`config.mk`:
```
export PLATFORM = sky130hd
export DESIGN_NAME = mbox_cmd_seq
export DESIGN_NICKNAME = d
export VERILOG_FILES = /design/src/rtl/mbox_cmd_seq.sv
export SDC_FILE = /design/constraint.sdc
export NUM_CORES = 1
export LEC_CHECK = 0
export BUFFER_PORTS_ARGS = -buffer_cell sky130_fd_sc_hd__buf_2
export CORE_UTILIZATION = 31
export CTS_CLUSTER_DIAMETER = 40
export DETAILED_ROUTE_END_ITERATION = 8
export PLACE_DENSITY = 0.49
export SYNTH_ARGS = -nofsm -noshare
export SYNTH_HDL_FRONTEND = slang
export SYNTH_SLANG_ARGS = --single-unit
```
`constraint.sdc`:
```
create_clock -name clk -period 3.45 [get_ports clk]
set_clock_uncertainty 0.2 [all_clocks]
set_input_delay 0.1725 -clock clk [delete_from_list [all_inputs] [get_ports clk]]
set_output_delay 0.1725 -clock clk [all_outputs]
set_load 0.01 [all_outputs]
```
`src/rtl/mbox_cmd_seq.sv`:
```
module mbox_cmd_seq #(
  parameter int POLL_LIMIT  = 10000,
  parameter int TIMEOUT_CYC = 15000000
) (
  input  logic         clk,
  input  logic         rst_n,
  input  logic         req_valid,
  input  logic [31:0]  req_cmd,
  input  logic         req_send,
  input  logic [127:0] req_args,
  output logic         busy,
  output logic         done,
  output logic [2:0]   result,
  output logic [127:0] res_args,
  output logic         mb_en,
  output logic         mb_we,
  output logic [2:0]   mb_addr,
  output logic [31:0]  mb_wdata,
  input  logic [31:0]  mb_rdata,
  output logic         bell,
  input  logic         irq
);
  localparam int PW = $clog2(POLL_LIMIT + 1);
  localparam int TW = $clog2(TIMEOUT_CYC + 1);
  localparam logic [2:0] A_CMD = 3'd0, A_STAT = 3'd1, A_PAR = 3'd2;
  localparam logic [2:0] RES_OK = 3'd0, RES_BUSY = 3'd1, RES_TMO = 3'd2;

  typedef enum logic [3:0] {
    S_IDLE, S_POLL, S_CLR, S_WPAR, S_WCMD, S_BELL, S_WAIT, S_RDST, S_RPAR, S_ACK
  } st_t;

  st_t            st;
  logic [31:0]    cmd_q;
  logic           send_q;
  logic [127:0]   args_q;
  logic [1:0]     idx;
  logic [PW-1:0]  pcnt;
  logic [TW-1:0]  tcnt;
  logic [7:0]     stat_q;

  function automatic logic [2:0] map_status(input logic [7:0] s);
    case (s)
      8'hF1:   return 3'd3;
      8'hF2:   return 3'd4;
      8'hF3:   return 3'd5;
      8'hF4:   return 3'd6;
      8'hFF:   return 3'd7;
      default: return RES_OK;
    endcase
  endfunction

  assign busy = (st != S_IDLE);
  assign bell = (st == S_BELL);

  always_comb begin
    mb_en    = 1'b0;
    mb_we    = 1'b0;
    mb_addr  = A_CMD;
    mb_wdata = '0;
    case (st)
      S_POLL: mb_en = 1'b1;
      S_CLR:  begin mb_en = 1'b1; mb_we = 1'b1; mb_addr = A_STAT; end
      S_WPAR: begin
        mb_en = 1'b1; mb_we = 1'b1; mb_addr = A_PAR + 3'(idx);
        mb_wdata = args_q[32*idx +: 32];
      end
      S_WCMD: begin mb_en = 1'b1; mb_we = 1'b1; mb_wdata = cmd_q; end
      S_RDST: begin mb_en = 1'b1; mb_addr = A_STAT; end
      S_RPAR: begin mb_en = 1'b1; mb_addr = A_PAR + 3'(idx); end
      S_ACK:  begin mb_en = 1'b1; mb_we = 1'b1; mb_addr = A_STAT; end
      default: ;
    endcase
  end

  always_ff @(posedge clk or negedge rst_n) begin
    if (!rst_n) begin
      st       <= S_IDLE;
      cmd_q    <= '0;
      send_q   <= 1'b0;
      args_q   <= '0;
      idx      <= '0;
      pcnt     <= '0;
      tcnt     <= '0;
      stat_q   <= '0;
      done     <= 1'b0;
      result   <= RES_OK;
      res_args <= '0;
    end else begin
      done <= 1'b0;
      case (st)
        S_IDLE: if (req_valid) begin
          cmd_q  <= req_cmd;
          send_q <= req_send;
          args_q <= req_args;
          pcnt   <= '0;
          tcnt   <= '0;
          st     <= S_POLL;
        end
        S_POLL: begin
          if (mb_rdata == 32'd0) st <= S_CLR;
          else if (pcnt == PW'(POLL_LIMIT - 1)) begin
            st <= S_IDLE; done <= 1'b1; result <= RES_BUSY;
          end else pcnt <= pcnt + 1'b1;
        end
        S_CLR: begin
          idx <= '0;
          st  <= send_q ? S_WPAR : S_WCMD;
        end
        S_WPAR: begin
          idx <= idx + 1'b1;
          if (idx == 2'd3) st <= S_WCMD;
        end
        S_WCMD: st <= S_BELL;
        S_BELL: begin
          tcnt <= '0;
          st   <= S_WAIT;
        end
        S_WAIT: begin
          if (irq) st <= S_RDST;
          else if (tcnt == TW'(TIMEOUT_CYC - 1)) begin
            st <= S_IDLE; done <= 1'b1; result <= RES_TMO;
          end else tcnt <= tcnt + 1'b1;
        end
        S_RDST: begin
          if (mb_rdata == 32'd0 || mb_rdata[31:8] != 24'd0) begin
            st <= S_IDLE; done <= 1'b1; result <= RES_TMO;
          end else begin
            stat_q <= mb_rdata[7:0];
            idx    <= '0;
            st     <= send_q ? S_ACK : S_RPAR;
          end
        end
        S_RPAR: begin
          res_args[32*idx +: 32] <= mb_rdata;
          idx <= idx + 1'b1;
          if (idx == 2'd3) st <= S_ACK;
        end
        S_ACK: begin
          st <= S_IDLE; done <= 1'b1; result <= map_status(stat_q);
        end
        default: st <= S_IDLE;
      endcase
    end
  end

  AST_QUIET_IDLE: assert property (@(posedge clk) disable iff (!rst_n)
    !busy |-> (!mb_en && !bell));
  AST_BELL_AFTER_CMD: assert property (@(posedge clk) disable iff (!rst_n)
    bell |-> $past(mb_en && mb_we && mb_addr == A_CMD));
  AST_DONE_PULSE: assert property (@(posedge clk) disable iff (!rst_n)
    done |=> !done);
  AST_POLL_BOUND: assert property (@(posedge clk) disable iff (!rst_n)
    pcnt < PW'(POLL_LIMIT));
  AST_TIMEOUT_BOUND: assert property (@(posedge clk) disable iff (!rst_n)
    tcnt < TW'(TIMEOUT_CYC));
  AST_CLEAR_FIRST: assert property (@(posedge clk) disable iff (!rst_n)
    (mb_en && mb_we && $past(!mb_we || !mb_en) && $past(mb_addr == A_CMD) && $past(mb_en))
      |-> mb_addr == A_STAT);
endmodule

```
==> results.toml <==
[floorplan]
start_util_pct = 31.4
die_w_microns = 225
io_pins = 368
rows = 81
coreArea_sq_um = 49000
die_area_sq_um = 50500
die_y_microns = 225

[pwr]
p_sw_mw = 5.36
switching_share_pct = 31.4
clkPwrFrac_pct = 42.0
p_comb_share_pct = 25.6
p_leak_nw = 11.0
seqPwrFrac_pct = 32.4
powerDensity_nw_per_um2 = 749
peakVddDrop_mv = 0.519
intPower_mw = 11.7

[yosys]
muxShareOfSynthArea_pct = 5.70
syn_area_per_cell_sq_um = 9.11
synth_compound_area_share_pct = 7.90
synthesis.nets = 1892
netlist_instances = 1687
synth_area_sq_um = 15400
synthAdderAreaFrac_pct = 0.651
synth_xor_area_share_pct = 1.71
synthFlopType = "dfrtp_1"
synthSimpleGateAreaFrac_pct = 25.0
synth_async_sr_flop_share_pct = 100
yosysUniqueCellTypes = 56
synth_top_family_by_area = "simple AND/OR/NAND/NOR gates"
yosysWarnings = 0
synth_edf_count = 0
ys_seq_area_share_pct = 56.1
yosys_register_bits = 345

[clock_network]
clock_path_buffers = 3
path_clk_slew_ns = 0.05
cts-resized-gates = 0
cts_setup_buffers = 0
cts_tree = "yes"
cts-root-buf = "clkbuf_16"
clock_latency_ns = 0.59
clock_sinks = 345
numCtsBuffers = 72
cts_max_level = 3

[grt]
grt_usage_pct = 20.4
grt.overflow.total = 0
grt_pass1_vias = 14600
grt_pass1_wl_microns = 80700
antenna_found_initial = 2
grt_max_degree = 173

[drt]
drc = 0
drtPass1Iterations = 5
avgRoutedWirePerCell_microns = 16.9
detail_route.vias_per_cell = 4.67
via_count = 14000
route.antenna.remaining_nets = 0
wl_microns = 50800
first_iter_violations = 788

[timing]
tightest_slew_ns = 0.791
hold_viol = 0
period_share_pct = 89.2
rsz0062_at_grt = "no"
slew_viol_final = 0
max_freq_ghz = 0.325
finalCriticalPeriod_ns = 3.08
finalSetupViolations = 0
setup_tns_ns = 0
slew_headroom_pct = 47.3

[critical_path]
cp-start-kind = "flop"
critPathCaptureType = "output pin"
crit_type = "flop to output pin"
critPathMaxFanout = 32
critPathRequiredTime_ns = 3.08
worstPathArrival_ns = 2.71

[layout]
areaGrowthSynthToFinish_pct = 48.2
layout-drive-gt1-share_pct = 25.5
design.final.nets = 2483
fin_util_pct = 46.6

[job]
max_cap_viol_count = 0

[placed_design]
gp_congestion = 0.815
hpwlAfterDp_microns = 33400
portBuffers = 367

[status]
status = "completed"

[hold_path]
hp-class = "primary input to flop"
## metal layers
layer	global-route usage (%)	part of all wire (%)
met1	26.9	45
met2	31.9	46
met3	5.24	6.1
met4	7.94	3.0
met5	0	0.022
## path summary, 6_finish.rpt
kind | depth (start not counted) | to | from | slack (ns)
setup / recovery | 5 | mb_wdata[0] | st[0]$_DFFE_PN0P_ | 0.37
hold / removal | 4 | cmd_q[14]$_DFFE_PN0P_ | req_cmd[14] | 0.1
setup reg to reg | 7 | send_q$_DFFE_PN0P_ | st[2]$_DFFE_PN0P_ | 0.51
hold reg to reg | 2 | args_q[87]$_DFFE_PN0P_ | args_q[87]$_DFFE_PN0P_ | 0.27
max in group asynchronous | 4 | args_q[69]$_DFFE_PN0P_ | rst_n | 1.88
min in group asynchronous | 3 | args_q[61]$_DFFE_PN0P_ | rst_n | 0.47
## layout make-up
cell class                 instances  area (sq um)
timing repair buffer             622          4410
tap                              664           831
clock inverter                    37           494
multi-input combinational       1227          6350
fill                            4712         26200
inverter                          10          37.5
sequential                       345          8640
clock buffer                      93          2020
antenna                            1          2.50
## state kept, by name (all words and copies together) (netlist names)
signal,count
tcnt,24
cmd_q,32
pcnt,14
done,1
st,4
res_args,128
args_q,128
send_q,1
result,3
stat_q,8
idx,2
## critical path, cell delays in order (launching register included)
cell and delay (ns):
dfrtp_1 0.64, buf_4 0.26, nor4bb_4 0.34, buf_4 0.49, a22o_1 0.20, buf_2 0.17
## power groups by stage
stage	Combinational, mW	Clock, mW	Sequential (mW)
final	4.37	7.16	5.54
after global routing	4.92	7.49	5.66
after CTS	4.42	7.31	5.54
after detailed placement	4.05	0	5.60
after global placement	4.02	0	5.56
after floorplan	2.74	0	5.40
## Yosys cell counts (all sizes together), types with 3 or more instances
library cell,instances,area [sq um]
a21oi,12,63.8
mux4,32,721
inv,10,37.5
a22o,33,289
nor2b,3,18.8
nor4b,7,67.6
xnor2,29,254
nor4,26,184
dfrtp,345,8630
nor3b,4,30.0
nand2b,6,37.5
mux2,12,135
nor3,17,85.1
nor2,47,176
o41ai,3,26.3
clkbuf,91,342
nand3,21,105
nand2,773,2900
buf,14,68.8
nand4,10,62.6
and3,10,62.6
o21ai,141,706
ha,8,100
or3,3,18.8
## timing repair
item                                    in CTS  in global routing
hold buffers                               216                  0
endpoints found under the setup margin       0                  0
hold endpoints to repair                   646                  0
## through the flow
step / cells / instance area [sq um] / hold WS, ns / power [mW] / worst slack, ns
floorplan: 1687 / 15400 / -0.323 / 8.14 / 0.885
global placement: 2652 / 18100 / 0.00566 / 9.59 / 0.777
detailed placement: 2652 / 18100 / 0.0101 / 9.65 / 0.699
CTS: 2998 / 22800 / 0.0656 / 17.3 / 0.316
global route: 2999 / 22800 / 0.119 / 18.1 / 0.209
finish: 2999 / 22800 / 0.0952 / 17.1 / 0.372
## cell families (layout without fill, tap and decap cells)
logic type,after synthesis,count (layout)
buffers and inverters,115,762
other,0,1
adders and majority gates,8,8
and+or+nand+nor,938,938
DFF,345,345
AOI/OAI and AO/OA,205,205
muxes,46,46
xor gates and xnor gates,30,30
## layout by cell type, fill, tap and decap left out, types with 29 or more instances in the layout
master,instances
xnor2_1,29
a22o_1,33
clkbuf_16,74
dfrtp_1,343
buf_2,366
buf_4,31
dlygate4sd3_1,215
nand2_1,769
o21ai_0,140
nor2_1,45
mux4_2,32
Power figures use the tool's default switching activity.
